<file path="config.mk">
export PLATFORM = sky130hd
export DESIGN_NAME = uirq_ident
export DESIGN_NICKNAME = d
export VERILOG_FILES = /design/src/rtl/uirq_pkg.sv /design/src/rtl/uirq_enable_reg.sv /design/src/rtl/uirq_pending_bank.sv /design/src/rtl/uirq_prio_enc.sv /design/src/rtl/uirq_ident.sv
export SDC_FILE = /design/constraint.sdc
export NUM_CORES = 1
export LEC_CHECK = 0
export ABC_AREA = 1
export ABC_CLOCK_PERIOD_IN_PS = 1000
export BUFFER_PORTS_ARGS = -buffer_cell sky130_fd_sc_hd__buf_2
export CAP_MARGIN = 20
export CORE_MARGIN = 1.5
export CORE_UTILIZATION = 35
export CTS_CLUSTER_DIAMETER = 80
export DETAILED_ROUTE_END_ITERATION = 10
export PLACE_DENSITY = 0.66
export SYNTH_ARGS = -nofsm -noshare
export SYNTH_HDL_FRONTEND = slang
export SYNTH_SLANG_ARGS = --single-unit
</file>
<file path="constraint.sdc">
create_clock -name clk -period 1 [get_ports clk]
set_input_delay 0 -clock clk [delete_from_list [all_inputs] [get_ports clk]]
set_output_delay 0 -clock clk [all_outputs]
set_load 0.01 [all_outputs]
</file>
<file path="src/rtl/uirq_pkg.sv">
package uirq_pkg;
   localparam int N_SRC  = 4;
   localparam int CODE_W = $clog2(N_SRC);
   // source slots; slot index equals the identification code, higher wins
   localparam int SRC_MS = 0;
   localparam int SRC_TX = 1;
   localparam int SRC_RX = 2;
   localparam int SRC_LS = 3;
   // register map
   localparam logic [2:0] A_DATA = 3'd0;
   localparam logic [2:0] A_IEN  = 3'd1;
   localparam logic [2:0] A_IID  = 3'd2;
   localparam logic [2:0] A_LSTA = 3'd5;
   localparam logic [2:0] A_MSTA = 3'd6;
endpackage

</file>
<file path="src/rtl/uirq_enable_reg.sv">
module uirq_enable_reg #(
   parameter int W = 4
) (
   input  logic         clk,
   input  logic         rst_n,
   input  logic         we,
   input  logic [W-1:0] d,
   output logic [W-1:0] q
);
   always_ff @(posedge clk or negedge rst_n) begin
      if (!rst_n)  q <= '0;
      else if (we) q <= d;
   end
endmodule

</file>
<file path="src/rtl/uirq_pending_bank.sv">
module uirq_pending_bank #(
   parameter int N = 4
) (
   input  logic         clk,
   input  logic         rst_n,
   input  logic [N-1:0] set,
   input  logic [N-1:0] clr,
   output logic [N-1:0] pend
);
   generate
      for (genvar i = 0; i < N; i++) begin : g_flag
         always_ff @(posedge clk or negedge rst_n) begin
            if (!rst_n)      pend[i] <= 1'b0;
            else if (set[i]) pend[i] <= 1'b1;   // set beats clear
            else if (clr[i]) pend[i] <= 1'b0;
         end
      end
   endgenerate
endmodule

</file>
<file path="src/rtl/uirq_prio_enc.sv">
module uirq_prio_enc #(
   parameter int N  = 4,
   localparam int CW = (N > 1) ? $clog2(N) : 1
) (
   input  logic [N-1:0]  req,
   output logic          any,
   output logic [CW-1:0] code
);
   always_comb begin
      code = '0;
      for (int i = 0; i < N; i++)
         if (req[i]) code = CW'(i);   // highest index wins
   end
   assign any = |req;
endmodule

</file>
<file path="src/rtl/uirq_ident.sv">
module uirq_ident
   import uirq_pkg::*;
#(
   parameter int DATA_W = 8
) (
   input  logic              clk,
   input  logic              rst_n,
   input  logic [2:0]        addr,
   input  logic              wr_en,
   input  logic              rd_en,
   input  logic [DATA_W-1:0] wr_data,
   output logic [DATA_W-1:0] rd_data,
   input  logic              ls_err_set,
   input  logic              rx_ready_set,
   input  logic              thr_empty_set,
   input  logic              ms_change_set,
   input  logic              thr_empty,
   output logic              irq
);
   generate
      if (DATA_W < 8) begin : g_bad_width
         $error("uirq_ident: DATA_W must be at least 8");
      end
   endgenerate

   logic [N_SRC-1:0]  ier;
   logic [N_SRC-1:0]  pend;
   logic [N_SRC-1:0]  en_src;
   logic [N_SRC-1:0]  set_v;
   logic [N_SRC-1:0]  clr_v;
   logic              any_act;
   logic [CODE_W-1:0] code;
   logic              ier_wr;
   logic              unused_hi;

   assign ier_wr    = wr_en && (addr == A_IEN);
   assign unused_hi = ^wr_data[DATA_W-1:N_SRC];

   uirq_enable_reg #(.W(N_SRC)) u_ier (
      .clk(clk), .rst_n(rst_n), .we(ier_wr),
      .d(wr_data[N_SRC-1:0]), .q(ier)
   );

   // enable bits are laid out by the register map; slots by rank
   always_comb begin
      en_src         = '0;
      en_src[SRC_RX] = ier[0];
      en_src[SRC_TX] = ier[1];
      en_src[SRC_LS] = ier[2];
      en_src[SRC_MS] = ier[3];
   end

   always_comb begin
      set_v         = '0;
      set_v[SRC_LS] = ls_err_set;
      set_v[SRC_RX] = rx_ready_set;
      set_v[SRC_TX] = thr_empty_set || (ier_wr && wr_data[1] && thr_empty);
      set_v[SRC_MS] = ms_change_set;
   end

   always_comb begin
      clr_v         = '0;
      clr_v[SRC_RX] = rd_en && (addr == A_DATA);
      clr_v[SRC_LS] = rd_en && (addr == A_LSTA);
      clr_v[SRC_MS] = rd_en && (addr == A_MSTA);
      clr_v[SRC_TX] = (wr_en && (addr == A_DATA)) ||
                      (rd_en && (addr == A_IID) && any_act &&
                       (code == CODE_W'(SRC_TX)));
   end

   uirq_pending_bank #(.N(N_SRC)) u_pend (
      .clk(clk), .rst_n(rst_n), .set(set_v), .clr(clr_v), .pend(pend)
   );

   uirq_prio_enc #(.N(N_SRC)) u_enc (
      .req(pend & en_src), .any(any_act), .code(code)
   );

   assign irq = any_act;

   always_comb begin
      rd_data = '0;
      if (addr == A_IEN) begin
         rd_data[N_SRC-1:0] = ier;
      end else if (addr == A_IID) begin
         rd_data[0]        = ~any_act;
         rd_data[CODE_W:1] = code;
      end
   end
endmodule

</file>
==> metrics.txt <==
# TYPE chip_impl_metric gauge
chip_impl_info{name="outcome",value="complete, but fails checks"} 1
chip_impl_info{name="failed_checks",value="setup timing"} 1
chip_impl_metric{name="number_of_buffers_between_clock_root_and_the_deepest_sink",unit=""} 2
chip_impl_info{name="unrepaired_setup_endpoints_after_global_routing",value="yes"} 1
chip_impl_metric{name="row_count",unit=""} 13
chip_impl_info{name="regToRegStartpoint",value="u_ier.q[2]"} 1
chip_impl_metric{name="clock.fmax",unit="GHz"} 0.8765
chip_impl_metric{name="detailed_place_hpwl",unit="um"} 912.7
chip_impl_metric{name="grt_first_pass_wirelength",unit="um"} 1987
chip_impl_metric{name="dp_worst_setup_slack",unit="ns"} 0.04273
chip_impl_metric{name="postSynthAreaPerCell",unit="um2"} 7.275
chip_impl_metric{name="finClkSkew",unit="ns"} 0.004459
chip_impl_metric{name="cp.arrival",unit="ns"} 1.14
chip_impl_metric{name="clk_transition_reported_paths",unit="ns"} 0.06
chip_impl_metric{name="power_frac_seq",unit=""} 0.402
chip_impl_metric{name="detail_route.wl_per_cell",unit="um"} 10.03
chip_impl_info{name="timing.rr.end",value="u_pend.pend[1]"} 1
chip_impl_metric{name="grt_antenna_before_repair",unit=""} 0
chip_impl_metric{name="vias_per_cell",unit=""} 4.525
chip_impl_metric{name="clk-insertion-delay-late",unit="ns"} 0.25
chip_impl_metric{name="synth_simple_gate_area_share",unit=""} 0.3686
chip_impl_metric{name="vdd.ir_drop.worst",unit="uV"} 665.8
chip_impl_metric{name="synth_adder_area_share",unit=""} 0
chip_impl_metric{name="synth_mux_area_frac",unit=""} 0
chip_impl_info{name="worst_setup_path_end_kind",value="output pin"} 1
chip_impl_metric{name="drt.antenna.violating_nets",unit=""} 0
chip_impl_metric{name="report.final.slew_viol_count",unit=""} 0
chip_impl_metric{name="ioPinCount",unit=""} 29
chip_impl_metric{name="areal_power_density_over_the_cells",unit="nW/um2"} 1279
chip_impl_metric{name="complex_gate_fraction_of_the_synthesized_area",unit=""} 0.08108
chip_impl_metric{name="finish.net_count",unit=""} 125
chip_impl_metric{name="postLayoutCellArea",unit="um2"} 753.2
chip_impl_info{name="criticalPathCategory",value="reg -> out"} 1
chip_impl_metric{name="core",unit="um2"} 1334
chip_impl_metric{name="detailroute.via_count",unit=""} 534
chip_impl_metric{name="post_route_cells_drive_above_1_share",unit=""} 0.3981
chip_impl_metric{name="netlist_area",unit="um2"} 509.2
chip_impl_metric{name="antennaDiodeCount",unit=""} 0
chip_impl_info{name="cts_root_buf",value="sky130_fd_sc_hd__clkbuf_4"} 1
chip_impl_metric{name="reg2reg_slack",unit="ns"} -0.07
chip_impl_metric{name="finalSetupViolations",unit=""} 5
chip_impl_metric{name="synth-warning-count",unit=""} 0
chip_impl_metric{name="num-fill-cells",unit=""} 137
chip_impl_metric{name="dieArea",unit="um2"} 1693
chip_impl_metric{name="clkSinkCount",unit=""} 8
chip_impl_metric{name="overflow",unit=""} 0
chip_impl_metric{name="final.min_clock_period",unit="ns"} 1.141
chip_impl_metric{name="num_cts_buffers",unit=""} 3
chip_impl_metric{name="synth_xor_area_frac",unit=""} 0
chip_impl_metric{name="min_path_cells",unit=""} 3
chip_impl_metric{name="syn_inst",unit=""} 70
chip_impl_metric{name="htree_num_levels",unit=""} 1
chip_impl_metric{name="total_of_flip_flops_plus_latches_after_synthesis",unit=""} 8
chip_impl_info{name="worst_min_path_start",value="wr_data[1]"} 1
chip_impl_metric{name="required_time_at_the_worst_slack_endpoint",unit="ns"} 1.00
chip_impl_metric{name="drt-total-wl",unit="um"} 1184
chip_impl_info{name="worst_hold_path_type",value="in -> reg"} 1
chip_impl_metric{name="starting_density",unit=""} 0.3818
chip_impl_metric{name="drc",unit=""} 0
chip_impl_metric{name="setup_total_negative_slack",unit="ns"} -0.4489
chip_impl_info{name="worst_hold_path_ep",value="u_ier.q[1]"} 1
chip_impl_info{name="cp-start-kind",value="flop"} 1
chip_impl_metric{name="p_sw_frac",unit=""} 0.3168
chip_impl_metric{name="clk_network_pwr_share",unit=""} 0.260
chip_impl_metric{name="finalWorstSetupSlack",unit="ns"} -0.1409
chip_impl_metric{name="p_switching",unit="mW"} 0.3052
chip_impl_metric{name="power.static_leakage",unit="nW"} 0.4176
chip_impl_metric{name="r2r.worst_path.cells",unit=""} 7
chip_impl_metric{name="gpl.final_weighted_congestion",unit=""} 0.7101
chip_impl_metric{name="final-instance-count-excl-fill",unit=""} 118
chip_impl_metric{name="first_global_vias",unit=""} 506
chip_impl_metric{name="timing.critical_path.fanout_max",unit=""} 2
chip_impl_metric{name="yosys.cell_types.count",unit=""} 18
chip_impl_metric{name="grt_max_degree",unit=""} 9
chip_impl_metric{name="detail_route.iter0.violations",unit=""} 11
chip_impl_metric{name="max_cap_violations",unit=""} 0
chip_impl_metric{name="power",unit="mW"} 0.9633
chip_impl_metric{name="combinationalPowerShare",unit=""} 0.338
chip_impl_metric{name="synth_sequential_area_ratio",unit=""} 0.3931
chip_impl_metric{name="die_width",unit="um"} 41.15
chip_impl_metric{name="hold_violations",unit=""} 0
chip_impl_metric{name="drt_pass1_iterations",unit=""} 4
chip_impl_info{name="combinational_family_with_the_most_area_after_synthesis",value="simple AND/OR/NAND/NOR gates"} 1
chip_impl_metric{name="port-buffer-count",unit=""} 20
chip_impl_metric{name="dieHeight",unit="um"} 41.15
chip_impl_metric{name="cellInternalPower",unit="mW"} 0.6581
chip_impl_info{name="cts_tree",value="built"} 1
chip_impl_metric{name="dp_cells",unit=""} 106
chip_impl_metric{name="finalCritPeriodShare",unit=""} 1.141
chip_impl_metric{name="overall_track_demand_over_capacity_in_global_routing",unit=""} 0.1757
chip_impl_metric{name="post_dp_cell_area",unit="um2"} 624.3
chip_impl_metric{name="syn2layout_area_growth",unit="%"} 47.91
[power groups by stage]
stage	Sequential [mW]	Clock, mW	Combinational [mW]
2_1_floorplan	0.386	0	0.154
3_3_place_gp	0.388	0	0.249
3_5_place_dp	0.389	0	0.253
4_1_cts	0.387	0.261	0.308
5_1_grt	0.393	0.265	0.374
6_report	0.387	0.251	0.326
[timing repair]
action                     4_1_cts  5_1_grt
setup endpoints to repair        4        5
gates cloned                     0        0
hold endpoints to repair        15        0
hold buffers                     8        0
resized for setup                5        2
pin swaps                        5        3
setup buffers                    1        0
[cells by family after synthesis]
logic type,count (synthesis)
and+or+nand+nor,40
other,1
AOI/OAI and AO/OA,6
DFF,8
buffers and inverters,15
[per-layer routing]
layer,track usage,vias to the layer above,part of all wire
met5,0,-,0
met2,0.3164,19,0.51
met1,0.2200,240,0.44
met3,0.01630,2,0.048
met4,0.04839,0,0.0068
li1,-,273,-
[cell usage after synthesis]
cell type / n / area share
sky130_fd_sc_hd__buf_4: 4 / 0.059
sky130_fd_sc_hd__dfrtp_1: 8 / 0.39
sky130_fd_sc_hd__nor2_1: 5 / 0.037
sky130_fd_sc_hd__o21ai_2: 1 / 0.017
sky130_fd_sc_hd__nor2_2: 1 / 0.012
sky130_fd_sc_hd__o21ai_0: 1 / 0.0098
sky130_fd_sc_hd__nand4_1: 3 / 0.037
sky130_fd_sc_hd__conb_1: 1 / 0.0074
sky130_fd_sc_hd__nand3_1: 3 / 0.029
sky130_fd_sc_hd__a21o_1: 3 / 0.044
sky130_fd_sc_hd__inv_2: 1 / 0.0074
sky130_fd_sc_hd__nor3_2: 1 / 0.020
sky130_fd_sc_hd__nand2_2: 4 / 0.049
sky130_fd_sc_hd__o21ai_1: 1 / 0.0098
sky130_fd_sc_hd__nand2_1: 22 / 0.16
sky130_fd_sc_hd__clkinv_4: 1 / 0.017
sky130_fd_sc_hd__inv_1: 9 / 0.066
sky130_fd_sc_hd__nand2_4: 1 / 0.022
[cell type report]
cell class	count	area (um2)	share of cell area
well taps	15	18.77	0.02492
repair buffers	31	209.0	0.2774
flip-flops and latches	8	200.2	0.2658
clock buffers	3	22.52	0.02990
multi-input cells	50	256.5	0.3405
inverters	11	46.29	0.06146
[metrics by stage]
stage                     hold WS, ns  utilization
after floorplan               -0.2956            -
after global placement        -0.1485       0.4681
after detailed placement      -0.1471       0.4681
after CTS                     0.04646       0.5582
after global routing          0.07950       0.5647
final                         0.05484       0.5647
[sequential cells by signal, indices dropped and copies added, names as in the netlist]
register and cells:
u_pend.pend 4, u_ier.q 4
[worst max-delay path, stage by stage (launching register included)]
cell,delay (ns)
sky130_fd_sc_hd__dfrtp_1,0.39
sky130_fd_sc_hd__nand2_1,0.07
sky130_fd_sc_hd__nand2_1,0.07
sky130_fd_sc_hd__nor2_2,0.13
sky130_fd_sc_hd__nand2_1,0.06
sky130_fd_sc_hd__nand2_1,0.06
sky130_fd_sc_hd__buf_2,0.12
[cells in the final DEF (no fill, tap or decap)]
| master | n |
|---|---|
| sky130_fd_sc_hd__a21o_1 | 3 |
| sky130_fd_sc_hd__buf_2 | 19 |
| sky130_fd_sc_hd__buf_4 | 3 |
| sky130_fd_sc_hd__buf_6 | 1 |
| sky130_fd_sc_hd__clkbuf_4 | 3 |
| sky130_fd_sc_hd__clkinv_4 | 1 |
| sky130_fd_sc_hd__conb_1 | 4 |
| sky130_fd_sc_hd__dfrtp_1 | 8 |
| sky130_fd_sc_hd__dlygate4sd3_1 | 8 |
| sky130_fd_sc_hd__inv_1 | 9 |
| sky130_fd_sc_hd__inv_2 | 1 |
| sky130_fd_sc_hd__nand2_1 | 19 |
| sky130_fd_sc_hd__nand2_2 | 7 |
| sky130_fd_sc_hd__nand2_4 | 1 |
| sky130_fd_sc_hd__nand3_1 | 3 |
| sky130_fd_sc_hd__nand4_1 | 3 |
| sky130_fd_sc_hd__nor2_1 | 3 |
| sky130_fd_sc_hd__nor2_2 | 3 |
| sky130_fd_sc_hd__nor3_2 | 1 |
| sky130_fd_sc_hd__o21ai_1 | 2 |
| sky130_fd_sc_hd__o21ai_2 | 1 |
[how the worst max path moves through the flow]
| stage | from | to | slack (ns) | cells past startpoint |
|---|---|---|---|---|
| floorplan | u_ier.q[2] | u_pend.pend[1] | 0.12 | 6 |
| global placement | u_ier.q[2] | u_pend.pend[1] | 0.04 | 6 |
| detailed placement | u_ier.q[2] | u_pend.pend[1] | 0.04 | 6 |
| CTS | u_ier.q[2] | rd_data[0] | -0.14 | 6 |
| global route | u_ier.q[2] | rd_data[0] | -0.23 | 6 |
| finish | u_pend.pend[0] | rd_data[0] | -0.14 | 6 |
No activity file was read; power rests on OpenSTA's default activity.
